[src/rtl/branch_trace_buf.sv]
module branch_trace_buf #(
  parameter int AW    = 16,
  parameter int DEPTH = 4,
  localparam int IW   = (DEPTH > 1) ? $clog2(DEPTH) : 1,
  localparam int CW   = $clog2(DEPTH + 1)
) (
  input  logic          clk,
  input  logic          rst_n,
  input  logic          fetch_valid,
  input  logic [AW-1:0] fetch_addr,
  input  logic          freeze,
  input  logic [IW-1:0] rd_idx,
  output logic [AW-1:0] rd_from,
  output logic [AW-1:0] rd_to,
  output logic [CW-1:0] rd_count
);

  logic [AW-1:0] from_mem [DEPTH];
  logic [AW-1:0] to_mem   [DEPTH];
  logic [AW-1:0] last_addr;
  logic          have_last;
  logic [IW-1:0] wr_ptr;
  logic [CW-1:0] count;

  wire          take = fetch_valid && !freeze;
  wire          jump = take && have_last && (fetch_addr != last_addr + AW'(1));
  wire          full = (count == CW'(DEPTH));
  wire [IW-1:0] ptr_nxt = (wr_ptr == IW'(DEPTH - 1)) ? '0 : wr_ptr + IW'(1);

  always_ff @(posedge clk) begin
    if (!rst_n) begin
      last_addr <= '0;
      have_last <= 1'b0;
      wr_ptr    <= '0;
      count     <= '0;
    end else if (freeze) begin
      have_last <= 1'b0;
    end else if (fetch_valid) begin
      last_addr <= fetch_addr;
      have_last <= 1'b1;
      if (jump) begin
        wr_ptr <= ptr_nxt;
        if (!full) count <= count + CW'(1);
      end
    end
  end

  always_ff @(posedge clk) begin
    if (jump) begin
      from_mem[wr_ptr] <= last_addr;
      to_mem[wr_ptr]   <= fetch_addr;
    end
  end

  logic [IW-1:0] rd_slot;
  logic          rd_hit;

  always_comb begin
    int base;
    int sum;
    base = full ? int'(wr_ptr) : 0;
    sum  = base + int'(rd_idx);
    if (sum >= DEPTH) sum = sum - DEPTH;
    rd_slot = IW'(sum);
    rd_hit  = int'(rd_idx) < int'(count);
  end

  assign rd_from  = rd_hit ? from_mem[rd_slot] : '0;
  assign rd_to    = rd_hit ? to_mem[rd_slot]   : '0;
  assign rd_count = count;

endmodule


[config.mk]
export PLATFORM = sky130hd
export DESIGN_NAME = branch_trace_buf
export DESIGN_NICKNAME = d
export VERILOG_FILES = /design/src/rtl/branch_trace_buf.sv
export SDC_FILE = /design/constraint.sdc
export NUM_CORES = 1
export LEC_CHECK = 0
export ABC_AREA = 1
export BUFFER_PORTS_ARGS = -buffer_cell sky130_fd_sc_hd__clkbuf_2
export CAP_MARGIN = 20
export CORE_MARGIN = 4
export CORE_UTILIZATION = 59
export CTS_CLUSTER_DIAMETER = 100
export DETAILED_ROUTE_END_ITERATION = 8
export GPL_TIMING_DRIVEN = 0
export PLACE_DENSITY_LB_ADDON = 0.05
export SETUP_SLACK_MARGIN = 0.05
export SKIP_LAST_GASP = 1
export SLEW_MARGIN = 20
export SYNTH_ARGS = -nofsm -noshare
export SYNTH_HDL_FRONTEND = slang
export SYNTH_SLANG_ARGS = --single-unit
[constraint.sdc]
create_clock -name clk -period 3.69 [get_ports clk]
set_input_delay 0.5535 -clock clk [delete_from_list [all_inputs] [get_ports clk]]
set_output_delay 0.5535 -clock clk [all_outputs]
set_load 0.005 [all_outputs]
==> run metrics, run 1 <==
slack of the worst reg-to-reg path=880 ps; post_cts resized=0; crit path capture type=primary output; DR DRC count=0; clk buf depth=2; gpl congestion=0.8623; Non-Filler Instances=862; clock transition at the registers of the reported paths=60 ps; final hold vios=0; Synthesized Nets=662; CTS root buf=clkbuf_16; Worst-Skew Late Latency=410 ps; Post-Synth Simple-Gate Area=16.52%; commonest cells after routing, fill and taps aside=nor2_1, edfxtp_1, o21ai_1, clkbuf_2, nand2_1; DP HPWL=9836 um; dpl cells=831; Worst Hold Slack=331.3 ps; Max FO, Critical Path=10; Worst setup SP type=flip-flop; initial antenna violation count=1; share of layout cells above drive strength 1=18.28%; fin nets=740; pre-CTS WS=466.2 ps; die width=114.2 um; fillers=784; first-pass GRT wire length=23,760 um; fmax=294.2 MHz; CP arrival=2850 ps; # hold bufs at CTS=0; mapped cell area=6651 um2; Hold Path Class=in -> reg; Post-Synth XOR/XNOR Area=2.859%; adder-cell share of the synthesized area=1.693%; largest family of logic cells by synthesized area=simple AND/OR/NAND/NOR gates; Placeable Area=10,940 um2; CTS tree=done; drt initial violations=314; IO Pins=57; Yosys warning count=0; RSZ-0062 raised after global routing=false; outcome=complete, no violations; area delta synth->final=17.89%; GRT Total Usage=23.97%; Vias/cell=5.515; Seq/Total Area, Yosys=64.41%; Syn Area/Cell=10.54 um2; DR pass1 iterations=5; row count=38; Worst slew margin=48.08%; vias in the first global route=4,685; Crit Path Class=reg -> out; fin crit share=92.13%; Post-Route WL=14,740 um; Antenna Nets Post-Route=0; leakage=2.958 nW; routed vias=4,754; Diodes inserted=0; flops & latches, synth=150; # setup viols final=0; full die area=13,040 um2; Setup Skew=8.681 ps; Final Worst Setup Slack=290.4 ps; wire per inst=17.10 um; Setup Fix Bufs, Post-CTS=0; MaxCap Viol Count=0; setup TNS=0 ps; Overflow after GRT=0; Pwr Density=502.7 nW/um2; Tmin final=3400 ps; Worst Path Required=3140 ps; I/O Buffers=56; CTS buffer count=17; max-slew violation count=0; chip height=114.2 um; Synth Area in Compound Gates=9.763%; Synth cell types=34; H-tree depth=4; post-synthesis mux area share=0%; actual slew at the worst max-slew pin=775.9 ps; VDD IR max=282.8 uV; Syn Inst Count=631; starting density of the core=60.82%; clk sinks=150; largest net degree at the start of global routing=25; most common cell after layout, fill and taps aside=nor2_1
cells in the mapped netlist:
cell	instances	share of area, %
nand2_4	2	0.34
nand3_4	1	0.26
a211oi_1	1	0.11
nand2_2	3	0.28
o21ai_1	62	4.7
dfxtp_1	22	6.6
edfxtp_1	128	58
xnor2_2	1	0.24
buf_2	7	0.53
nor2_2	6	0.56
o21ai_0	23	1.7
nor2_1	178	10
nor2_4	4	0.68
clkinv_1	1	0.056
xor2_1	13	1.7
ha_1	9	1.7
nand2_1	43	2.4
xnor2_1	5	0.66
a21oi_2	1	0.13
inv_4	1	0.094
o21bai_1	2	0.23
nand4_1	6	0.56
buf_6	3	0.51
buf_1	6	0.34
clkbuf_2	1	0.075
inv_1	35	2.0
clkbuf_1	7	0.40
a21o_1	1	0.11
nand3_2	2	0.30
xor2_2	1	0.24
nand3_1	14	1.1
inv_2	2	0.11
buf_8	3	0.68
a21oi_1	37	2.8
registers in the layout, summed over array words and instances, names as in the netlist:
| name | cells |
|---|---|
| wr_ptr | 2 |
| from_mem | 64 |
| to_mem | 64 |
| rd_count | 3 |
| last_addr | 16 |
| have_last | 1 |
worst paths after layout:
| check | from | to | cells past startpoint |
|---|---|---|---|
| worst max register to register | last_addr[0] | from_mem[1][11] | 12 |
| worst min register to register | have_last | have_last | 2 |
| worst max-delay path | rd_count[0] | rd_from[11] | 12 |
| worst min-delay path | freeze | have_last | 2 |
cell families after synthesis:
group | Yosys count
buf+inv | 66
simple gates | 259
fa+ha+maj | 9
flops | 150
compound gates | 127
xor+xnor | 20
metal layers:
metal | up-vias | wire length, um | track usage (%)
li1 | 2303 | - | -
met1 | 2270 | 6434 | 32.06
met2 | 161 | 7163 | 39.38
met3 | 18 | 943 | 5.655
met4 | 2 | 185 | 7.126
met5 | - | 13 | 0
area by class of cell:
type | count | area [um2] | area share [%]
Buffer | 26 | 165.2 | 2.106
Clock buffer | 19 | 432.9 | 5.521
Clock inverter | 13 | 178.9 | 2.282
Inverter | 39 | 148.9 | 1.899
Multi-Input combinational cell | 415 | 2081 | 26.54
Sequential cell | 150 | 4284 | 54.64
Tap cell | 140 | 175.2 | 2.234
Timing Repair Buffer | 60 | 375.4 | 4.787
worst max-delay path: stages (launching register included):
cell      delay (ps)
dfxtp_1          380
inv_1             90
ha_1             200
nand2_2          140
nor2_1            60
ha_1             170
inv_1             90
xor2_2           250
buf_2            280
buf_2            310
o21ai_1          130
a21oi_1          200
clkbuf_2         140
stage by stage:
| stage | total power (W) | area [um2] | util [%] |
|---|---|---|---|
| finish | 0.003942 | 7841 | 71.70 |
| floorplan | 0.002082 | 6651 | - |
| global route | 0.004081 | 7841 | 71.70 |
| detailed placement | 0.002191 | 7232 | 66.13 |
| global placement | 0.002179 | 7107 | 64.99 |
| CTS | 0.003947 | 7844 | 71.73 |
where the power goes:
part	internal, W	switching, W	leakage, nW
clock network	0.00113	0.000655	0.291
registers	0.00186	0.0000305	1.34
logic	0.0000957	0.000173	1.32
No activity file was read; power rests on OpenSTA's default activity.
==> run 2: changes to the inputs <==
--- a/config.mk
+++ b/config.mk
@@ -9,7 +9,7 @@
 export BUFFER_PORTS_ARGS = -buffer_cell sky130_fd_sc_hd__clkbuf_2
 export CAP_MARGIN = 20
 export CORE_MARGIN = 4
-export CORE_UTILIZATION = 59
+export CORE_UTILIZATION = 63
 export CTS_CLUSTER_DIAMETER = 100
 export DETAILED_ROUTE_END_ITERATION = 8
 export GPL_TIMING_DRIVEN = 0
==> constraint.sdc (replaced) <==
create_clock -name clk -period 4.2 [get_ports clk]
set_input_delay 0.63 -clock clk [delete_from_list [all_inputs] [get_ports clk]]
set_output_delay 0.63 -clock clk [all_outputs]
set_load 0.005 [all_outputs]
==> run metrics, run 2 (synthesized netlist as in run 1, its figures left out) <==
first-pass GRT wire length=23,580 um; CP arrival=3030 ps; fillers=698; row count=37; H-tree depth=4; IO Pins=57; gpl congestion=0.8597; Crit Path Class=reg -> out; dpl cell area=7227 um2; die width=110.8 um; Switching Share=22.75%; vias in the first global route=4,701; Worst slew margin=47.01%; Comb power frac=7.3%; GRT Total Usage=24.54%; wire per inst=16.96 um; CTS root buf=clkbuf_8; DP HPWL=9817 um; share of layout cells above drive strength 1=17.84%; max-slew violation count=0; Critical path buffers and inverters=5; Post-Route WL=14,570 um; Sequential Power Share=51.4%; CTS buffer count=17; clock transition at the registers of the reported paths=60 ps; full die area=12,270 um2; Final Cell Area=7757 um2; Worst-Skew Late Latency=510 ps; fin nets=741; setup TNS=0 ps; CTS tree=done; crit path cell chain=inv_1 -> ha_1 -> nand2_2 -> nor2_1 -> ha_1 -> clkbuf_1 -> inv_1 -> buf_1 -> nor2_1 -> o21ai_1 -> a21oi_1 -> clkbuf_2; RSZ-0062 raised after global routing=false; final hold vios=0; Max FO, Critical Path=10; commonest cells after routing, fill and taps aside=nor2_1, edfxtp_1, o21ai_1, clkbuf_2, nand2_1; fin crit share=87.07%; crit path capture type=primary output; fmax=273.5 MHz; VDD IR max=299.8 uV; pre-CTS WS=888.3 ps; Worst Path Required=3570 ps; Pwr Density=416.7 nW/um2; leakage=2.916 nW; Setup Fix Bufs, Post-CTS=0; Vias/cell=5.462; Hold Path Class=in -> reg; # hold bufs at CTS=0; Diodes inserted=0; clk sinks=150; Worst Hold Slack=301.5 ps; Tmin final=3657 ps; MaxCap Viol Count=0; Placeable Area=10,320 um2; Setup Skew=5.108 ps; actual slew at the worst max-slew pin=794.8 ps; routed vias=4,692; Worst path max stage delay=390 ps; DR pass1 iterations=4; Clock Power Share=41.3%; starting density of the core=64.43%; chip height=110.8 um; Worst setup SP type=flip-flop; Pwr Total=0.003232 W; # setup viols final=0; Max stage delay cell, worst path=dfxtp_1; Overflow after GRT=0; drt initial violations=415; I/O Buffers=56; Cell Int Power=0.002497 W; post_cts resized=0; largest net degree at the start of global routing=25; Net Sw Power=0.0007352 W; outcome=complete, no violations; initial antenna violation count=0; DR DRC count=0; most common cell after layout, fill and taps aside=nor2_1; delay-heaviest family, CP=buffers and inverters; area delta synth->final=16.63%; clk buf depth=2; Antenna Nets Post-Route=0; Final Worst Setup Slack=543.2 ps; Top Registers=from_mem: 64 flops, to_mem: 64 flops, last_addr: 16 flops
-- run 2: changes by cell type in the layout (fill, tap and decap cells not counted) --
cell / previous run / this run
clkbuf_16: 17 / 16
clkinv_2: 3 / 2
bufinv_16: 4 / 1
buf_1: 5 / 6
clkbuf_1: 8 / 9
clkbuf_8: 0 / 1
clkinv_1: 2 / 4
clkbuf_2: 58 / 57
clkinv_4: 1 / 3
-- run 2: layout make-up --
cell class                      instances  area [um2]  share of cell area (%)
Buffer                                 27       167.7                   2.161
Clock buffer                           19       421.7                   5.435
Clock inverter                         13       108.9                   1.403
Inverter                               39       148.9                   1.919
Multi-Input combinational cell        415        2081                   26.82
Sequential cell                       150        4284                   55.23
Tap cell                              136       170.2                   2.194
Timing Repair Buffer                   60       375.4                   4.839
-- run 2: stage by stage --
stage,cells,util (%)
floorplan,631,-
global placement,823,68.79
detailed placement,827,70.00
CTS,859,75.14
global route,859,75.14
finish,859,75.14
-- run 2: worst reg2reg max path: cells and delay by family (launching register included) --
| family | cells | cell delay [ps] |
|---|---|---|
| and+or+nand+nor | 8 | 1390 |
| xor gates and xnor gates | 1 | 170 |
| DFF | 1 | 480 |
| buffers and inverters | 1 | 240 |
| adders and majority gates | 1 | 270 |
-- run 2: path summary, 6_finish.rpt --
path           startpoint               to  slack, ps  cells after the start
max           rd_count[0]      rd_from[10]        540                     12
min                freeze        have_last        300                      2
max reg2reg  last_addr[0]  from_mem[3][14]       1340                     11
min reg2reg     have_last        have_last        470                      2
-- run 2: layer usage --
metal / part of all wire (%) / up-vias / track usage, % / wire (um)
li1: - / 2307 / - / -
met1: 45 / 2236 / 32.84 / 6535
met2: 49 / 126 / 40.21 / 7173
met3: 4.2 / 23 / 5.349 / 617
met4: 1.7 / 0 / 8.128 / 242
met5: 0 / - / 0 / 0
-- run 2: power by group through the flow --
stage / clock network (W) / logic, W / registers, W
after floorplan: 0 / 0.000147 / 0.00168
after global placement: 0 / 0.000223 / 0.00169
after detailed placement: 0 / 0.000234 / 0.00169
after CTS: 0.00135 / 0.000235 / 0.00166
after global routing: 0.00143 / 0.000265 / 0.00166
final: 0.00134 / 0.000236 / 0.00166
==> run 3: changes to the inputs <==
--- a/config.mk
+++ b/config.mk
@@ -9,7 +9,7 @@
 export BUFFER_PORTS_ARGS = -buffer_cell sky130_fd_sc_hd__clkbuf_2
 export CAP_MARGIN = 20
 export CORE_MARGIN = 4
-export CORE_UTILIZATION = 63
+export CORE_UTILIZATION = 64
 export CTS_CLUSTER_DIAMETER = 100
 export DETAILED_ROUTE_END_ITERATION = 8
 export GPL_TIMING_DRIVEN = 0
==> run metrics, run 3 (synthesized netlist as in run 1, its figures left out) <==
outcome=complete, no violations; delay-heaviest family, CP=buffers and inverters; Diodes inserted=0; commonest cells after routing, fill and taps aside=nor2_1, edfxtp_1, o21ai_1, clkbuf_2, nand2_1; Max stage delay cell, worst path=dfxtp_1; H-tree depth=4; Setup Skew=7.637 ps; Vias/cell=5.639; area delta synth->final=16.85%; VDD IR max=318.1 uV; fillers=632; most common cell after layout, fill and taps aside=nor2_1; fmax=269.9 MHz; chip height=109.9 um; post_cts resized=0; CTS buffer count=17; gpl congestion=0.9108; vias in the first global route=4,702; max-slew violation count=0; leakage=2.931 nW; clock transition at the registers of the reported paths=60 ps; Antenna Nets Post-Route=0; starting density of the core=66.82%; share of layout cells above drive strength 1=17.84%; crit path capture type=primary output; Critical path buffers and inverters=5; die width=109.9 um; actual slew at the worst max-slew pin=687.8 ps; fin nets=741; wire per inst=17.43 um; Worst setup SP type=flip-flop; largest net degree at the start of global routing=25; Top Registers=from_mem: 64 flops, to_mem: 64 flops, last_addr: 16 flops; GRT Total Usage=26.54%; row count=36; Setup Fix Bufs, Post-CTS=0; Tmin final=3705 ps; # setup viols final=0; full die area=12,090 um2; clk sinks=150; RSZ-0062 raised after global routing=false; I/O Buffers=56; Placeable Area=9955 um2; Worst Path Required=3570 ps; Worst path max stage delay=380 ps; Crit Path Class=reg -> out; MaxCap Viol Count=0; DR DRC count=0; CTS root buf=clkbuf_8; clk buf depth=2; initial antenna violation count=0; DR pass1 iterations=7; Max FO, Critical Path=10; routed vias=4,827; Worst slew margin=53.97%; CP arrival=3070 ps; Worst Hold Slack=280.0 ps; final hold vios=0; DP HPWL=9812 um; crit path cell chain=inv_1 -> ha_1 -> nand2_2 -> nor2_1 -> ha_1 -> clkbuf_1 -> inv_1 -> buf_1 -> nor2_1 -> o21ai_1 -> a21oi_1 -> clkbuf_2; drt initial violations=432; IO Pins=57; Post-Route WL=14,920 um; Overflow after GRT=0; fin crit share=88.20%; Hold Path Class=in -> reg; CTS tree=done; Worst-Skew Late Latency=530 ps; # hold bufs at CTS=0; Util after Layout=78.08%; Pwr Density=426.6 nW/um2; first-pass GRT wire length=23,600 um
[run 3: worst paths after layout]
path	depth (start not counted)	from	endpoint	slack [ps]
hold / removal	2	freeze	have_last	280
hold reg to reg	2	have_last	have_last	460
setup / recovery	12	rd_count[0]	rd_to[11]	500
setup reg to reg	11	last_addr[0]	from_mem[3][12]	1410
[run 3: layout make-up]
class,count,area (um2),area share (%)
well taps,133,166.4,2.141
clock buffers,18,417.9,5.377
flip-flops and latches,150,4284,55.12
plain buffers,27,167.7,2.157
multi-input cells,415,2081,26.77
inverters,39,148.9,1.916
clock inverters,14,131.4,1.690
repair buffers,60,375.4,4.829
[run 3: routing by layer]
layer  share of wire, %  track usage (%)
met5                  0                0
met4                1.9            10.86
met3                6.3            6.166
met2                 49            42.98
met1                 43            34.72
[run 3: report_power, final]
part | internal (W) | leakage (nW) | switching [W]
clock network | 0.000838 | 0.266 | 0.000582
registers | 0.00163 | 1.34 | 0.0000263
logic | 0.0000840 | 1.32 | 0.000152
[run 3: per-stage QoR]
stage                     area [um2]  setup TNS, ps  cells  setup WS, ps  power, W
after floorplan                 6651              0    631         895.3  0.001829
after global placement          7098         -72550    820        -629.6  0.001912
after detailed placement        7223              0    824         949.9  0.001923
after CTS                       7772              0    856         491.9  0.003316
after global routing            7772              0    856         264.9  0.003413
final                           7772              0    856         495.4  0.003316
